<file path="src/rtl/outwin_pkg.sv">
`timescale 1ns/1ps
package outwin_pkg;
  localparam int LOC_AW      = 32;
  localparam int PAGE_SH     = 12;
  localparam int PG_W        = LOC_AW - PAGE_SH;
  localparam int EXT_W       = 4;
  localparam int TYPE_W      = 4;
  localparam int SZ_W        = 6;
  localparam int OUT_AW      = LOC_AW + EXT_W;
  localparam int MIN_SZ_CODE = PAGE_SH - 1;

  typedef struct packed {
    logic              en;
    logic [TYPE_W-1:0] rtype;
    logic [TYPE_W-1:0] wtype;
    logic [SZ_W-1:0]   size;
  } win_attr_t;

  localparam win_attr_t ATTR_DEF_RST = '{en: 1'b1, rtype: 4'h4, wtype: 4'h4, size: 6'd0};

  // page bits (address bits 31:12) that pass through from the local address
  function automatic logic [PG_W-1:0] keep_mask(input logic [SZ_W-1:0] size);
    int kept;
    logic [PG_W-1:0] m;
    kept = int'(size) + 1;
    if (kept < PAGE_SH) kept = PAGE_SH;
    if (kept > LOC_AW)  kept = LOC_AW;
    for (int j = 0; j < PG_W; j++) m[j] = ((j + PAGE_SH) < kept);
    return m;
  endfunction
endpackage

</file>
<file path="src/rtl/outwin_regs.sv">
`timescale 1ns/1ps
module outwin_regs
  import outwin_pkg::*;
#(
  parameter int NUM_WIN = 5,
  parameter int CFG_AW  = 8
) (
  input  logic                            clk,
  input  logic                            rst_n,
  input  logic                            cfg_we,
  input  logic [CFG_AW-1:0]               cfg_addr,
  input  logic [31:0]                     cfg_wdata,
  output logic [31:0]                     cfg_rdata,
  output logic [NUM_WIN-1:0][PG_W-1:0]    xlat_q,
  output logic [NUM_WIN-1:0][EXT_W-1:0]   ext_q,
  output logic [NUM_WIN-1:0][PG_W-1:0]    base_q,
  output win_attr_t [NUM_WIN-1:0]         attr_q
);
  localparam int FLD_W = 5;
  localparam int IDX_W = CFG_AW - FLD_W;
  localparam logic [FLD_W-1:0] FLD_XLAT = 5'h00;
  localparam logic [FLD_W-1:0] FLD_EXT  = 5'h04;
  localparam logic [FLD_W-1:0] FLD_BASE = 5'h08;
  localparam logic [FLD_W-1:0] FLD_ATTR = 5'h10;

  logic [IDX_W-1:0] sel_idx;
  logic [FLD_W-1:0] sel_fld;
  assign sel_idx = cfg_addr[CFG_AW-1:FLD_W];
  assign sel_fld = cfg_addr[FLD_W-1:0];

  win_attr_t wr_attr;
  assign wr_attr = '{en: cfg_wdata[31], rtype: cfg_wdata[19:16],
                     wtype: cfg_wdata[15:12], size: cfg_wdata[SZ_W-1:0]};

  for (genvar w = 0; w < NUM_WIN; w++) begin : g_win
    logic            sel_w;
    logic [PG_W-1:0] xlat_r, xlat_d;
    logic [EXT_W-1:0] ext_r, ext_d;
    win_attr_t       attr_r, attr_d;

    assign sel_w = cfg_we && (sel_idx == IDX_W'(w));

    always_comb begin
      xlat_d = xlat_r;
      ext_d  = ext_r;
      attr_d = attr_r;
      if (sel_w && sel_fld == FLD_XLAT) xlat_d = cfg_wdata[PG_W-1:0];
      if (sel_w && sel_fld == FLD_EXT)  ext_d  = cfg_wdata[EXT_W-1:0];
      if (sel_w && sel_fld == FLD_ATTR) attr_d = wr_attr;
    end

    always_ff @(posedge clk or negedge rst_n) begin
      if (!rst_n) begin
        xlat_r <= '0;
        ext_r  <= '0;
        attr_r <= (w == 0) ? ATTR_DEF_RST : win_attr_t'('0);
      end else begin
        xlat_r <= xlat_d;
        ext_r  <= ext_d;
        attr_r <= attr_d;
      end
    end

    assign xlat_q[w] = xlat_r;
    assign ext_q[w]  = ext_r;
    assign attr_q[w] = attr_r;

    if (w == 0) begin : g_nobase
      assign base_q[w] = '0;
    end else begin : g_base
      logic [PG_W-1:0] base_r, base_d;
      always_comb begin
        base_d = base_r;
        if (sel_w && sel_fld == FLD_BASE) base_d = cfg_wdata[PG_W-1:0];
      end
      always_ff @(posedge clk or negedge rst_n) begin
        if (!rst_n) base_r <= '0;
        else        base_r <= base_d;
      end
      assign base_q[w] = base_r;
    end
  end

  always_comb begin
    cfg_rdata = '0;
    if (int'(sel_idx) < NUM_WIN) begin
      case (sel_fld)
        FLD_XLAT: cfg_rdata = 32'(xlat_q[sel_idx]);
        FLD_EXT:  cfg_rdata = 32'(ext_q[sel_idx]);
        FLD_BASE: cfg_rdata = 32'(base_q[sel_idx]);
        FLD_ATTR: cfg_rdata = {attr_q[sel_idx].en, 11'b0, attr_q[sel_idx].rtype,
                               attr_q[sel_idx].wtype, 6'b0, attr_q[sel_idx].size};
        default:  cfg_rdata = '0;
      endcase
    end
  end
endmodule

</file>
<file path="src/rtl/outwin_match.sv">
`timescale 1ns/1ps
module outwin_match
  import outwin_pkg::*;
(
  input  logic [PG_W-1:0] page,
  input  logic [PG_W-1:0] base,
  input  win_attr_t       attr,
  output logic            hit
);
  logic [PG_W-1:0] keep;
  logic            size_ok;
  assign keep    = keep_mask(attr.size);
  assign size_ok = (attr.size >= SZ_W'(MIN_SZ_CODE));
  assign hit     = attr.en && size_ok && (((page ^ base) & ~keep) == '0);
endmodule

</file>
<file path="src/rtl/outwin_pick.sv">
`timescale 1ns/1ps
module outwin_pick
  import outwin_pkg::*;
#(
  parameter int NUM_WIN = 5,
  parameter int IDX_W   = 3
) (
  input  logic [LOC_AW-1:0]             loc_addr,
  input  logic [NUM_WIN-1:0]            hits,
  input  logic [NUM_WIN-1:0][PG_W-1:0]  xlat_q,
  input  logic [NUM_WIN-1:0][EXT_W-1:0] ext_q,
  input  win_attr_t [NUM_WIN-1:0]       attr_q,
  output logic [OUT_AW-1:0]             out_addr,
  output logic [TYPE_W-1:0]             out_rtype,
  output logic [TYPE_W-1:0]             out_wtype,
  output logic [IDX_W-1:0]              out_idx,
  output logic                          out_hit
);
  logic [IDX_W-1:0] sel;
  logic             any;
  win_attr_t        a_sel;
  logic [PG_W-1:0]  keep, page_out;

  // descending scan: the last (lowest) matching index overrides
  always_comb begin
    sel = '0;
    any = 1'b0;
    for (int w = NUM_WIN - 1; w >= 1; w--) begin
      if (hits[w]) begin
        sel = IDX_W'(w);
        any = 1'b1;
      end
    end
  end

  assign a_sel     = attr_q[sel];
  assign keep      = keep_mask(a_sel.size);
  assign page_out  = (xlat_q[sel] & ~keep) | (loc_addr[LOC_AW-1:PAGE_SH] & keep);
  assign out_addr  = {ext_q[sel], page_out, loc_addr[PAGE_SH-1:0]};
  assign out_rtype = a_sel.rtype;
  assign out_wtype = a_sel.wtype;
  assign out_idx   = sel;
  assign out_hit   = any;
endmodule

</file>
<file path="src/rtl/outwin_xlat.sv">
`timescale 1ns/1ps
module outwin_xlat
  import outwin_pkg::*;
#(
  parameter int NUM_WIN = 5,
  parameter int CFG_AW  = 8,
  localparam int IDX_W  = $clog2(NUM_WIN)
) (
  input  logic              clk,
  input  logic              rst_n,
  input  logic              cfg_we,
  input  logic [CFG_AW-1:0] cfg_addr,
  input  logic [31:0]       cfg_wdata,
  output logic [31:0]       cfg_rdata,
  input  logic              lk_valid,
  input  logic [31:0]       lk_addr,
  output logic              res_valid,
  output logic [35:0]       res_addr,
  output logic [3:0]        res_rtype,
  output logic [3:0]        res_wtype,
  output logic [IDX_W-1:0]  res_win,
  output logic              res_hit
);
  logic [NUM_WIN-1:0][PG_W-1:0]  xlat_q;
  logic [NUM_WIN-1:0][EXT_W-1:0] ext_q;
  logic [NUM_WIN-1:0][PG_W-1:0]  base_q;
  win_attr_t [NUM_WIN-1:0]       attr_q;
  logic [NUM_WIN-1:0]            hits;

  outwin_regs #(.NUM_WIN(NUM_WIN), .CFG_AW(CFG_AW)) u_regs (
    .clk(clk), .rst_n(rst_n), .cfg_we(cfg_we), .cfg_addr(cfg_addr),
    .cfg_wdata(cfg_wdata), .cfg_rdata(cfg_rdata),
    .xlat_q(xlat_q), .ext_q(ext_q), .base_q(base_q), .attr_q(attr_q)
  );

  assign hits[0] = 1'b0;
  for (genvar w = 1; w < NUM_WIN; w++) begin : g_match
    outwin_match u_match (
      .page(lk_addr[LOC_AW-1:PAGE_SH]), .base(base_q[w]),
      .attr(attr_q[w]), .hit(hits[w])
    );
  end

  logic [OUT_AW-1:0] nxt_addr;
  logic [TYPE_W-1:0] nxt_rtype, nxt_wtype;
  logic [IDX_W-1:0]  nxt_win;
  logic              nxt_hit;

  outwin_pick #(.NUM_WIN(NUM_WIN), .IDX_W(IDX_W)) u_pick (
    .loc_addr(lk_addr), .hits(hits), .xlat_q(xlat_q), .ext_q(ext_q),
    .attr_q(attr_q), .out_addr(nxt_addr), .out_rtype(nxt_rtype),
    .out_wtype(nxt_wtype), .out_idx(nxt_win), .out_hit(nxt_hit)
  );

  always_ff @(posedge clk or negedge rst_n) begin
    if (!rst_n) begin
      res_valid <= 1'b0;
      res_addr  <= '0;
      res_rtype <= '0;
      res_wtype <= '0;
      res_win   <= '0;
      res_hit   <= 1'b0;
    end else begin
      res_valid <= lk_valid;
      if (lk_valid) begin
        res_addr  <= nxt_addr;
        res_rtype <= nxt_rtype;
        res_wtype <= nxt_wtype;
        res_win   <= nxt_win;
        res_hit   <= nxt_hit;
      end
    end
  end
endmodule

</file>
<file path="config.mk">
export PLATFORM = sky130hd
export DESIGN_NAME = outwin_xlat
export DESIGN_NICKNAME = d
export VERILOG_FILES = /design/src/rtl/outwin_pkg.sv /design/src/rtl/outwin_regs.sv /design/src/rtl/outwin_match.sv /design/src/rtl/outwin_pick.sv /design/src/rtl/outwin_xlat.sv
export SDC_FILE = /design/constraint.sdc
export NUM_CORES = 1
export LEC_CHECK = 0
export BUFFER_PORTS_ARGS = -buffer_cell sky130_fd_sc_hd__buf_4
export CAP_MARGIN = 15
export CORE_MARGIN = 2
export CORE_UTILIZATION = 30
export CTS_CLUSTER_DIAMETER = 80
export DETAILED_ROUTE_END_ITERATION = 10
export GPL_ROUTABILITY_DRIVEN = 0
export GPL_TIMING_DRIVEN = 0
export PLACE_DENSITY = 0.46
export SYNTH_ARGS = -nofsm -noshare
export SYNTH_HDL_FRONTEND = slang
export SYNTH_HIERARCHICAL = 1
export SYNTH_SLANG_ARGS = --single-unit
</file>
<file path="constraint.sdc">
create_clock -name clk -period 6.7 [get_ports clk]
set_input_delay 1.34 -clock clk [delete_from_list [all_inputs] [get_ports clk]]
set_output_delay 1.34 -clock clk [all_outputs]
set_load 0.02 [all_outputs]
</file>
==> impl_metrics.json <==
{
  "placed_area_mm2": 0.0230,
  "r2r_setup_slack_ns": 0.25,
  "rows": 96,
  "hpwl_um": 62900,
  "wl_per_cell_um": 26.8,
  "drt_pre_antenna_iters": 6,
  "crit_arrival_ns": 6.94,
  "grt_pass1_wl_um": 120000,
  "die_x_um": 268,
  "dieArea_mm2": 0.0716,
  "grt_overflow": 0,
  "period_share": 0.967,
  "critical_path_class": "input port to flop",
  "power_density_mw_per_mm2": 214,
  "hold_viol_final": 0,
  "grt_pass1_vias": 17003,
  "top_usage_layer": "met2",
  "grt_start_max_net_pins": 87,
  "worst_slack_ns": 0.222,
  "endpoint_kind": "flop",
  "htreeDepth": 2,
  "clock-sinks": 324,
  "syn_area_per_cell_um2": 10.6,
  "worstSetupEndpoint": "res_addr[27]",
  "postRouteAntennaNets": 0,
  "worstSetupStartpoint": "lk_addr[22]",
  "cts_hold_buffers": 0,
  "pre_cts_ws_ns": -0.381,
  "worst_pin_slew_ns": 1.18,
  "cts_tree": "yes",
  "hold_path.class": "flop to flop",
  "reg2reg_to": "res_addr[27]",
  "remaining_drc_errors": 0,
  "worstHoldPathCells": 1,
  "finalSetupViolCount": 0,
  "r2r-start": "u_regs/attr_q[30]",
  "crit_path_start_kind": "input port",
  "insertion_delay_ns": 0.58,
  "min_period_ns": 6.48,
  "fmax_mhz": 154,
  "clkTransAtPathRegs_ns": 0.06,
  "ys.warnings.count": 6,
  "met1_usage": 0.319,
  "place_inst": 3031,
  "syn_to_final_growth_pct": 17.1,
  "met3_usage": 0.0304,
  "fin_cells": 3107,
  "avgViaCountPerCell": 5.52,
  "ios": 157,
  "placement.io_buffers": 116,
  "status": "finished clean",
  "cts_buffer_depth": 3,
  "final_area_mm2": 0.0244,
  "r2r_cells": 23,
  "cts_buffers": 42,
  "ir_drop_mv": 0.164,
  "leakage_nw": 11.2,
  "clock_skew_ns": 0.0367,
  "drv_cap": 0,
  "syn_inst": 1971,
  "report.final.slew_viol_count": 0,
  "cp.required_ns": 7.16,
  "core-area_mm2": 0.0687,
  "met2_usage": 0.370,
  "antenna_found_initial": 3,
  "slew_headroom": 0.211,
  "crit_fanout": 10,
  "fin_util": 0.355,
  "start_util": 0.304,
  "grt_use_total": 0.230,
  "first_iter_violations": 1715,
  "fp.dieH_um": 268,
  "cts_root_buffer": "clkbuf_16",
  "drive_above_1_share": 0.336,
  "wl_um": 83300,
  "fin_nets": 2225,
  "syn_area_mm2": 0.0209,
  "dr_total_vias": 17148
}
worst max-delay path, cell delays in order:
cell	delay (ns)
buf_4	0.15
xnor2_1	0.56
nand2_1	0.36
o31a_1	0.37
a211oi_1	0.20
a21boi_0	0.22
o211ai_1	0.15
nor4_2	0.34
buf_6	0.22
mux2i_1	0.15
a2111oi_4	0.43
or2_2	0.19
ha_1	0.25
or3b_2	0.56
or2_1	0.26
nand3_2	0.12
buf_6	0.15
mux2i_1	0.27
mux2_1	0.38
mux2_4	0.26
through the flow:
step	hold slack [ns]	TNS [ns]	power, mW
final	0.507	0	5.22
after global routing	0.525	-0.0107	5.42
after CTS	0.511	0	5.27
after detailed placement	0.497	-5.17	2.98
after global placement	0.491	-5.13	2.96
after floorplan	0.487	0	2.62
layout make-up:
| type | count | area, µm² |
|---|---|---|
| clock inverters | 15 | 164 |
| inverters | 13 | 48.8 |
| fillers | 7002 | 44300 |
| well taps | 931 | 1160 |
| flip-flops and latches | 324 | 8110 |
| repair buffers | 119 | 961 |
| plain buffers | 178 | 1080 |
| diodes | 1 | 2.50 |
| multi-input cells | 1466 | 11700 |
| clock buffers | 60 | 1210 |
how the worst min path moves through the flow:
stage,from,end,slack [ns]
after floorplan,u_regs/g_win[4].xlat_r[3],u_regs/g_win[4].xlat_r[3],0.49
after global placement,res_addr[4],res_addr[4],0.49
after detailed placement,res_addr[28],res_addr[28],0.50
after CTS,res_win[1],res_win[1],0.51
after global routing,res_addr[0],res_addr[0],0.53
final,res_addr[0],res_addr[0],0.51
flip-flops by register name (all words and copies together) (netlist names):
register                    count
res_hit                         1
u_regs/g_win.ext_r             20
u_regs/attr_q                  75
u_regs/g_win.xlat_r           100
res_rtype                       4
u_regs/g_win.g_base.base_r     80
res_valid                       1
res_addr                       36
res_win                         3
res_wtype                       4
placed cells by master, fill, tap and decap left out, drive strengths merged, types with 16 or more instances in the layout:
| master | n |
|---|---|
| mux2 | 361 |
| dfrtp | 321 |
| buf | 242 |
| o21ai | 144 |
| nand2 | 143 |
| clkbuf | 115 |
| a21oi | 105 |
| nor2 | 95 |
| mux2i | 84 |
| o22ai | 65 |
| xor2 | 49 |
| xnor2 | 39 |
| a22oi | 27 |
| nor3b | 24 |
| nand3 | 21 |
| nand2b | 20 |
| o211ai | 19 |
| a31oi | 19 |
| and2 | 19 |
| o31ai | 18 |
| a22o | 16 |
| inv | 16 |
metal layers:
metal  vias to the layer above  wire (µm)
met2                       678      38300
li1                       7558          -
met3                       127       4970
met5                         -          0
met4                         0       2900
met1                      8785      37200
power by group:
part | total [mW] | internal [mW] | switching, mW
clock | 2.27 | 1.34 | 0.926
sequential | 2.17 | 2.06 | 0.107
combinational | 0.784 | 0.320 | 0.463
total | 5.22 | 3.72 | 1.50
timing repair:
action                                  4_1_cts  5_1_grt
gates resized for setup                       0        4
endpoints found under the setup margin        0       19
setup buffers                                 0        0
No activity file was read; power rests on OpenSTA's default activity.
